<file path="config.mk">
export PLATFORM = sky130hd
export DESIGN_NAME = alu_flag_unit
export DESIGN_NICKNAME = d
export VERILOG_FILES = /design/src/rtl/alu_flag_pkg.sv /design/src/rtl/alu_addsub.sv /design/src/rtl/alu_rotlog.sv /design/src/rtl/alu_status_reg.sv /design/src/rtl/alu_flag_unit.sv
export SDC_FILE = /design/constraint.sdc
export NUM_CORES = 1
export LEC_CHECK = 0
export ABC_AREA = 1
export BUFFER_PORTS_ARGS = -buffer_cell sky130_fd_sc_hd__buf_2
export CAP_MARGIN = 20
export CELL_PAD_IN_SITES_DETAIL_PLACEMENT = 1
export CELL_PAD_IN_SITES_GLOBAL_PLACEMENT = 2
export CORE_MARGIN = 2
export CORE_UTILIZATION = 32
export CTS_BUF_LIST = sky130_fd_sc_hd__clkbuf_8
export DETAILED_ROUTE_END_ITERATION = 8
export PLACE_DENSITY = 0.95
export SYNTH_ARGS = -nofsm -noshare
export SYNTH_HDL_FRONTEND = slang
export SYNTH_SLANG_ARGS = --single-unit
</file>
<file path="constraint.sdc">
create_clock -name clk -period 7 [get_ports clk]
set_clock_uncertainty 0.2 [all_clocks]
set_input_delay 2.1 -clock clk [delete_from_list [all_inputs] [get_ports clk]]
set_output_delay 2.1 -clock clk [all_outputs]
set_load 0.03 [all_outputs]
</file>
<file path="src/rtl/alu_flag_pkg.sv">
package alu_flag_pkg;

    localparam int FLAG_W = 5;
    localparam int STAT_W = 8;

    localparam logic [3:0] OP_ADD  = 4'd0;
    localparam logic [3:0] OP_ADDC = 4'd1;
    localparam logic [3:0] OP_SUB  = 4'd2;
    localparam logic [3:0] OP_SUBB = 4'd3;
    localparam logic [3:0] OP_RLC  = 4'd4;
    localparam logic [3:0] OP_RRC  = 4'd5;
    localparam logic [3:0] OP_AND  = 4'd6;
    localparam logic [3:0] OP_IOR  = 4'd7;
    localparam logic [3:0] OP_XOR  = 4'd8;
    localparam logic [3:0] OP_MOV  = 4'd9;
    localparam logic [3:0] OP_STWR = 4'd10;

    // Packed so that c is bit 0 and n is bit 4.
    typedef struct packed {
        logic n;
        logic ov;
        logic z;
        logic dc;
        logic c;
    } flags_t;

    function automatic flags_t upd_mask(input logic [3:0] op);
        flags_t m;
        m = '0;
        if (op <= OP_SUBB) begin
            m = '1;
        end else if (op == OP_RLC || op == OP_RRC) begin
            m.c = 1'b1;
            m.z = 1'b1;
            m.n = 1'b1;
        end else if (op <= OP_MOV) begin
            m.z = 1'b1;
            m.n = 1'b1;
        end
        return m;
    endfunction

endpackage

</file>
<file path="src/rtl/alu_addsub.sv">
module alu_addsub #(
    parameter int DATA_W = 8
) (
    input  logic [DATA_W-1:0] a,
    input  logic [DATA_W-1:0] b,
    input  logic              sub,
    input  logic              cin,
    output logic [DATA_W-1:0] sum,
    output logic              c_out,
    output logic              dc_out,
    output logic              ov_out
);
    localparam int HALF_W = 4;

    logic [DATA_W-1:0] b_eff;
    logic [DATA_W:0]   full;
    logic [HALF_W:0]   low;

    // Subtraction adds the complement, so carries come out as inverted borrows.
    always_comb begin
        b_eff  = sub ? ~b : b;
        full   = {1'b0, a} + {1'b0, b_eff} + {{DATA_W{1'b0}}, cin};
        low    = {1'b0, a[HALF_W-1:0]} + {1'b0, b_eff[HALF_W-1:0]}
               + {{HALF_W{1'b0}}, cin};
        sum    = full[DATA_W-1:0];
        c_out  = full[DATA_W];
        dc_out = low[HALF_W];
        ov_out = (a[DATA_W-1] == b_eff[DATA_W-1]) && (sum[DATA_W-1] != a[DATA_W-1]);
    end
endmodule

</file>
<file path="src/rtl/alu_rotlog.sv">
module alu_rotlog #(
    parameter int DATA_W = 8
) (
    input  logic [3:0]        op,
    input  logic [DATA_W-1:0] a,
    input  logic [DATA_W-1:0] b,
    input  logic              cin,
    output logic [DATA_W-1:0] res,
    output logic              c_out
);
    import alu_flag_pkg::*;

    always_comb begin
        res   = a;
        c_out = cin;
        unique case (op)
            OP_RLC: begin
                res   = {a[DATA_W-2:0], cin};
                c_out = a[DATA_W-1];
            end
            OP_RRC: begin
                res   = {cin, a[DATA_W-1:1]};
                c_out = a[0];
            end
            OP_AND:  res = a & b;
            OP_IOR:  res = a | b;
            OP_XOR:  res = a ^ b;
            default: res = a;
        endcase
    end
endmodule

</file>
<file path="src/rtl/alu_status_reg.sv">
module alu_status_reg (
    input  logic                    clk,
    input  logic                    rst_n,
    input  logic                    we,
    input  logic                    load,
    input  alu_flag_pkg::flags_t    load_val,
    input  alu_flag_pkg::flags_t    mask,
    input  alu_flag_pkg::flags_t    new_flags,
    output alu_flag_pkg::flags_t    flags_q
);
    import alu_flag_pkg::*;

    logic [FLAG_W-1:0] merged;
    logic [FLAG_W-1:0] cur;

    assign cur = flags_q;

    for (genvar i = 0; i < FLAG_W; i++) begin : g_bit
        always_comb begin
            if (load) begin
                merged[i] = load_val[i];
            end else if (mask[i]) begin
                merged[i] = new_flags[i];
            end else begin
                merged[i] = cur[i];
            end
        end
    end

    always_ff @(posedge clk or negedge rst_n) begin
        if (!rst_n) begin
            flags_q <= '0;
        end else if (we) begin
            flags_q <= merged;
        end
    end
endmodule

</file>
<file path="src/rtl/alu_flag_unit.sv">
module alu_flag_unit #(
    parameter int DATA_W = 8
) (
    input  logic              clk,
    input  logic              rst_n,
    input  logic              op_valid,
    input  logic [3:0]        op_code,
    input  logic [DATA_W-1:0] opnd_a,
    input  logic [DATA_W-1:0] opnd_b,
    output logic [DATA_W-1:0] result,
    output logic [7:0]        status
);
    import alu_flag_pkg::*;

    flags_t            flags_q;
    flags_t            new_flags;
    flags_t            load_val;
    logic              is_arith;
    logic              is_sub;
    logic              arith_cin;
    logic              accept;
    logic [DATA_W-1:0] arith_sum;
    logic              arith_c;
    logic              arith_dc;
    logic              arith_ov;
    logic [DATA_W-1:0] rl_res;
    logic              rl_c;
    logic [DATA_W-1:0] res_next;
    logic [DATA_W-1:0] result_q;

    always_comb begin
        is_arith  = (op_code <= OP_SUBB);
        is_sub    = (op_code == OP_SUB) || (op_code == OP_SUBB);
        accept    = op_valid && (op_code <= OP_STWR);
        unique case (op_code)
            OP_ADDC, OP_SUBB: arith_cin = flags_q.c;
            OP_SUB:           arith_cin = 1'b1;
            default:          arith_cin = 1'b0;
        endcase
    end

    alu_addsub #(.DATA_W(DATA_W)) addsub_i (
        .a      (opnd_a),
        .b      (opnd_b),
        .sub    (is_sub),
        .cin    (arith_cin),
        .sum    (arith_sum),
        .c_out  (arith_c),
        .dc_out (arith_dc),
        .ov_out (arith_ov)
    );

    alu_rotlog #(.DATA_W(DATA_W)) rotlog_i (
        .op    (op_code),
        .a     (opnd_a),
        .b     (opnd_b),
        .cin   (flags_q.c),
        .res   (rl_res),
        .c_out (rl_c)
    );

    always_comb begin
        load_val = flags_t'(opnd_a[FLAG_W-1:0]);
        if (op_code == OP_STWR) begin
            res_next = DATA_W'(opnd_a[FLAG_W-1:0]);
        end else if (is_arith) begin
            res_next = arith_sum;
        end else begin
            res_next = rl_res;
        end
        new_flags.n  = res_next[DATA_W-1];
        new_flags.z  = (res_next == '0);
        new_flags.ov = arith_ov;
        new_flags.dc = arith_dc;
        new_flags.c  = is_arith ? arith_c : rl_c;
    end

    alu_status_reg status_i (
        .clk       (clk),
        .rst_n     (rst_n),
        .we        (accept),
        .load      (op_code == OP_STWR),
        .load_val  (load_val),
        .mask      (upd_mask(op_code)),
        .new_flags (new_flags),
        .flags_q   (flags_q)
    );

    always_ff @(posedge clk or negedge rst_n) begin
        if (!rst_n) begin
            result_q <= '0;
        end else if (accept) begin
            result_q <= res_next;
        end
    end

    assign result = result_q;
    assign status = {{(STAT_W-FLAG_W){1'b0}}, flags_q};
endmodule

</file>
==> flow_metrics.tcl, run 1 <==
set metrics [dict create \
    outcome "finished clean" \
    hpwl_mm 5.25 \
    insertion_delay_ns 0.24 \
    clkTransAtPathRegs_ns 0.06 \
    worstReg2RegEnd "status_i.flags_q[2]" \
    ys_warn_count 0 \
    pin_count 39 \
    synth_area_leaders "dfrtp_1 16%, nand2_1 16%, ha_1 14%" \
    ff2ff_setup_slack_ns 4.33 \
    core_mm2 0.00596 \
    synth-simple-area-share 0.389 \
    finalSetupViolCount 0 \
    cp.arrival_ns 4.83 \
    ys_seq_area_frac 0.163 \
    cpPeakStageDelay_ns 0.41 \
    antenna_left 0 \
    drtPass1Iterations 4 \
    cts_resized 0 \
    initialDrtViolationCount 65 \
    antenna_cells 0 \
    min_path_type "reg2reg" \
    start_kind "input pin" \
    preCtsSetupSlack_ns 1.92 \
    rsz0062_at_grt "no" \
    synth_xor_area_frac 0.0352 \
    wl_mm 6.25 \
    slew_headroom 0.607 \
    r2r_start "status_i.flags_q[0]" \
    grt_max_degree 15 \
    root_buffer "clkbuf_8" \
    avgRoutedWirePerCell_um 14.0 \
    crit_path_cell_trace "buf_2, nor2_1, buf_4, nand2_1, xor2_1, fa_1, inv_1, fa_1, nand2_1, a21boi_0, o21ai_0, nand3_1, nand2_1, nor2_1, nand3_1, nor2_1, nor2_1, nor2_1" \
    yosysTopAreaCell "dfrtp_1" \
    required_ns 6.98 \
    grt_pass1_wl_mm 10.8 \
    cts_tree "built" \
    ys_ff_latch 13 \
    num_vias 2205 \
    die_w_um 82.9 \
    p_leak_nw 1.29 \
    end_kind "flip-flop" \
    nNetsFinal 419 \
    final-hold-violation-count 0 \
    synth_top_family_by_area "simple AND/OR/NAND/NOR gates" \
    clock_path_buffers 2 \
    grtUsageTotal 0.188 \
    grt_pass1_vias 2225 \
    worst_slack_ns 2.16 \
    hold_ws_ns 0.282 \
    grt_overflow 0 \
    fin_setup_tns_ns 0 \
    max_cap_violations 0 \
    dieArea_mm2 0.00688 \
    clkSinkCount 13 \
    min_to "result[2]" \
    ir_drop_mv 0.102 \
    synth_fa_ha_area_frac 0.164 \
    finalCritPeriodShare 0.692 \
    critPathKind "in2reg" \
    die_h_um 82.9 \
    cp_common_cell "nor2_1" \
    worst_pin_slew_ns 0.589 \
    synth_compound_area_frac 0.0998 \
    n_fill_cell 854 \
    ctsHoldBuffers 0 \
    area_growth_pct 13.5 \
    rows 28 \
    power.density_mw_per_mm2 153 \
    crit_fanout 11 \
    hold_depth 2 \
    max_freq_ghz 0.206 \
    initial_core_util 0.335 \
    drive_gt1_frac 0.162 \
    synth.top_cell.area_share 0.163 \
    numCtsBuffers 3 \
    antenna_found_initial 0 \
    cts_setup_buffers 0 \
    cts.htree.levels 1 \
    min_from "result[2]" \
    syn-cell-area_mm2 0.00199 \
    syn_inst 337 \
    synthDistinctLibCells 30 \
    ff2ff_path_depth 15 \
    routed_via_density 4.96 \
    place.gp.congestion 0.878 \
    synthMuxAreaShare 0 \
    drc 0 \
    cp_slowest_cell "fa_1" \
    period_minus_slack_ns 4.84 \
    avgSynthCellArea_um2 5.91 \
    io_buffers 35 \
    drv_slew 0 \
]
[layer usage]
layer,share of wire,global-route usage,vias to the layer above
met1,0.46,0.257,1032
met5,0,0,-
met4,0.010,0.0298,0
met2,0.48,0.329,54
met3,0.046,0.0149,6
li1,-,-,1113
[stage by stage]
stage,std cells,cell area [um2],utilization,power (mW)
3_5_place_dp,441,2220,0.372,0.281
3_3_place_gp,441,2220,0.372,0.277
6_report,445,2260,0.380,0.347
2_1_floorplan,339,2000,-,0.228
5_1_grt,445,2260,0.380,0.377
4_1_cts,445,2260,0.380,0.348
[power breakdown]
group | switching, mW | total (mW) | internal, mW | leakage (nW)
Sequential | 0.00828 | 0.0980 | 0.0898 | 0.153
Clock | 0.0286 | 0.0674 | 0.0388 | 0.0269
Combinational | 0.125 | 0.182 | 0.0566 | 1.11
[area by class of cell]
type                       count  area (um2)  share of cell area
sequential                    13         325               0.144
timing repair buffer          36         183              0.0808
multi-input combinational    255        1380               0.611
inverter                      62         233               0.103
clock buffer                   3        41.3              0.0183
clock inverter                 1        3.75             0.00166
tap                           75        93.8              0.0415
[cells in the final DEF, fill, tap and decap left out, types with 5 or more instances in the layout]
cell     count
nand3_1     32
inv_1       50
nand4_1      5
o21ai_1     10
nor2_1      52
inv_2       13
buf_2       35
ha_1        23
o21ai_0     10
nand2_1     84
xor2_1       8
dfrtp_1     13
a21oi_1      7
[cells in the mapped netlist (all sizes together)]
cell,n
a21boi,1
a31oi,3
or2,1
o31ai,1
fa,2
o211ai,2
conb,1
inv,62
nor3,1
nand3,32
nand2,86
nand3b,1
xor2,8
clkbuf,1
buf,8
nor2,57
o21ai,20
ha,23
dfrtp,13
nand4,5
o21a,1
a22oi,1
a21oi,7
[registers in the layout, indices dropped and copies added (netlist names)]
| register | count |
|---|---|
| result | 8 |
| status_i.flags_q | 5 |
[worst max path at each step]
stage	startpoint	end	depth (start not counted)
CTS	op_code[3]	status_i.flags_q[2]	18
floorplan	op_code[3]	status_i.flags_q[2]	17
finish	op_code[3]	status_i.flags_q[2]	18
global placement	op_code[3]	status_i.flags_q[2]	18
global route	op_code[3]	status_i.flags_q[2]	18
detailed placement	op_code[3]	status_i.flags_q[2]	18
[critical path, delay by kind of cell]
kind                     cells  cell delay, ns
XOR/XNOR                     1            0.24
adder cells (fa/ha/maj)      2            0.63
buffers and inverters        3            0.44
AND/OR/NAND/NOR             10            1.08
AO/OA/AOI/OAI                2            0.34
[logic make-up after synthesis]
logic type / after synthesis
AOI/OAI and AO/OA: 36
other: 1
and+or+nand+nor: 183
buffers and inverters: 71
DFF: 13
xor gates and xnor gates: 8
adders and majority gates: 25
(Power assumes the default switching activity.)
==> inputs of run 2 (changes only) <==
Settings changed: CORE_UTILIZATION 32 to 30, PLACE_DENSITY 0.95 to 0.93.
Clock period 7 ns to 4.65 ns, I/O delays scaled along.
==> run 2 against run 1 <==
  * First-iteration DRC count rose by 6.2%
  * Register-to-register slack worse by 2.4 ns
  * Sequential share of layout area fell by 0.063 points
  * Routed wire length increased by 9.2%
  * Die area rose by 6.3%
  * Largest power group unchanged
==> flow_metrics.tcl, run 2 (synthesis gave the netlist of run 1 again) <==
set metrics [dict create \
    ctsHoldBuffers 0 \
    drc 0 \
    clock_path_buffers 2 \
    die_w_um 85.5 \
    grt_overflow 0 \
    clkTransAtPathRegs_ns 0.06 \
    crit_fanout 8 \
    cts_tree "built" \
    num_vias 2225 \
    worstReg2RegEnd "status_i.flags_q[2]" \
    rsz0062_at_grt "no" \
    start_kind "input pin" \
    numCtsBuffers 3 \
    period_minus_slack_ns 4.04 \
    cp-endpoint "status_i.flags_q[2]" \
    outcome "finished clean" \
    preCtsSetupSlack_ns 0.357 \
    startpoint "op_code[2]" \
    cts.htree.levels 1 \
    finalCoreUtilization 0.356 \
    required_ns 4.59 \
    final-hold-violation-count 0 \
    min_path_type "reg2reg" \
    antenna_cells 0 \
    drtPass1Iterations 4 \
    ir_drop_mv 0.172 \
    max_freq_ghz 0.248 \
    nNetsFinal 420 \
    max_cap_violations 0 \
    drive_gt1_frac 0.164 \
    finalSetupViolCount 0 \
    critPathKind "in2reg" \
    cp.arrival_ns 3.98 \
    end_kind "flip-flop" \
    dieArea_mm2 0.00731 \
    rows 29 \
    final_common_cell "nand2_1" \
    die_h_um 85.5 \
    core_mm2 0.00639 \
    cts_resized 0 \
    initialDrtViolationCount 69 \
    drv_slew 0 \
    routed_via_density 4.97 \
    pin_count 39 \
    hpwl_mm 5.63 \
    grtUsageTotal 0.195 \
    insertion_delay_ns 0.24 \
    wl_mm 6.83 \
    final_area_mm2 0.00227 \
    worst_slack_ns 0.614 \
    placed_area_mm2 0.00223 \
    grt_pass1_vias 2311 \
    grt_max_degree 15 \
    layout_common_cells "84 x nand2_1, 52 x nor2_1, 50 x inv_1, 35 x buf_2, 32 x nand3_1" \
    root_buffer "clkbuf_8" \
    initial_core_util 0.312 \
    area_growth_pct 14.0 \
    power.total_mw 0.529 \
    io_buffers 35 \
    antenna_left 0 \
    r2r_start "status_i.flags_q[0]" \
    ff2ff_setup_slack_ns 1.93 \
    finalCritPeriodShare 0.868 \
    clkSinkCount 13 \
    cts_setup_buffers 0 \
    ff2ff_path_depth 15 \
    grt_pass1_wl_mm 11.4 \
    p_leak_nw 1.30 \
    antenna_found_initial 0 \
    largest_reg_flops 8 \
    place.gp.congestion 0.886 \
    avgRoutedWirePerCell_um 15.2 \
    fin_setup_tns_ns 0 \
    power.density_mw_per_mm2 233 \
]
## run 2: cell types whose count changed in the layout (fill, tap and decap cells not counted), sizes merged
cell,previous run,this run
buf,36,37
## run 2: where the power goes
group | leakage (nW) | internal (mW) | switching [mW]
registers | 0.153 | 0.135 | 0.0131
logic | 1.12 | 0.0859 | 0.192
clock network | 0.0269 | 0.0584 | 0.0447
## run 2: worst max-delay path, cell delays in order
cell and delay [ns]:
buf_2 0.14, nor2_1 0.15, nand2_1 0.29, xor2_1 0.25, fa_1 0.40, inv_1 0.11, fa_1 0.23, nand2_1 0.08
a21boi_0 0.25, nor2_1 0.12, nand2_1 0.07, nand3_1 0.10, nand2_1 0.09, nor2_1 0.05, nand3_1 0.06, nor2_1 0.04
nor2_1 0.08, nor2_1 0.04
## run 2: worst min path at each step
stage	start	depth (start not counted)	endpoint	slack, ns
2_1_floorplan	status_i.flags_q[0]	2	status_i.flags_q[0]	0.34
3_3_place_gp	status_i.flags_q[1]	2	status_i.flags_q[1]	0.27
3_5_place_dp	result[6]	2	result[6]	0.28
4_1_cts	result[2]	2	result[2]	0.29
5_1_grt	status_i.flags_q[4]	2	status_i.flags_q[4]	0.31
6_report	result[5]	2	result[5]	0.28
## run 2: routing by layer
metal	up-vias	GRT usage	wire (um)
met5	-	0	0
met4	0	0.0245	49
met3	4	0.0164	218
met2	39	0.344	3340
met1	1073	0.265	3220
li1	1109	-	-
## run 2: area by class of cell
cell class	count	area [um2]
multi-input combinational	255	1380
fill	906	4110
sequential	13	325
tap	77	96.3
clock buffer	3	41.3
clock inverter	1	3.75
timing repair buffer	37	190
inverter	62	233
## run 2: stage by stage
| stage | hold WS (ns) | std cells |
|---|---|---|
| 6_report | 0.282 | 448 |
| 5_1_grt | 0.313 | 448 |
| 4_1_cts | 0.291 | 448 |
| 3_5_place_dp | 0.276 | 444 |
| 3_3_place_gp | 0.266 | 444 |
| 2_1_floorplan | 0.345 | 339 |
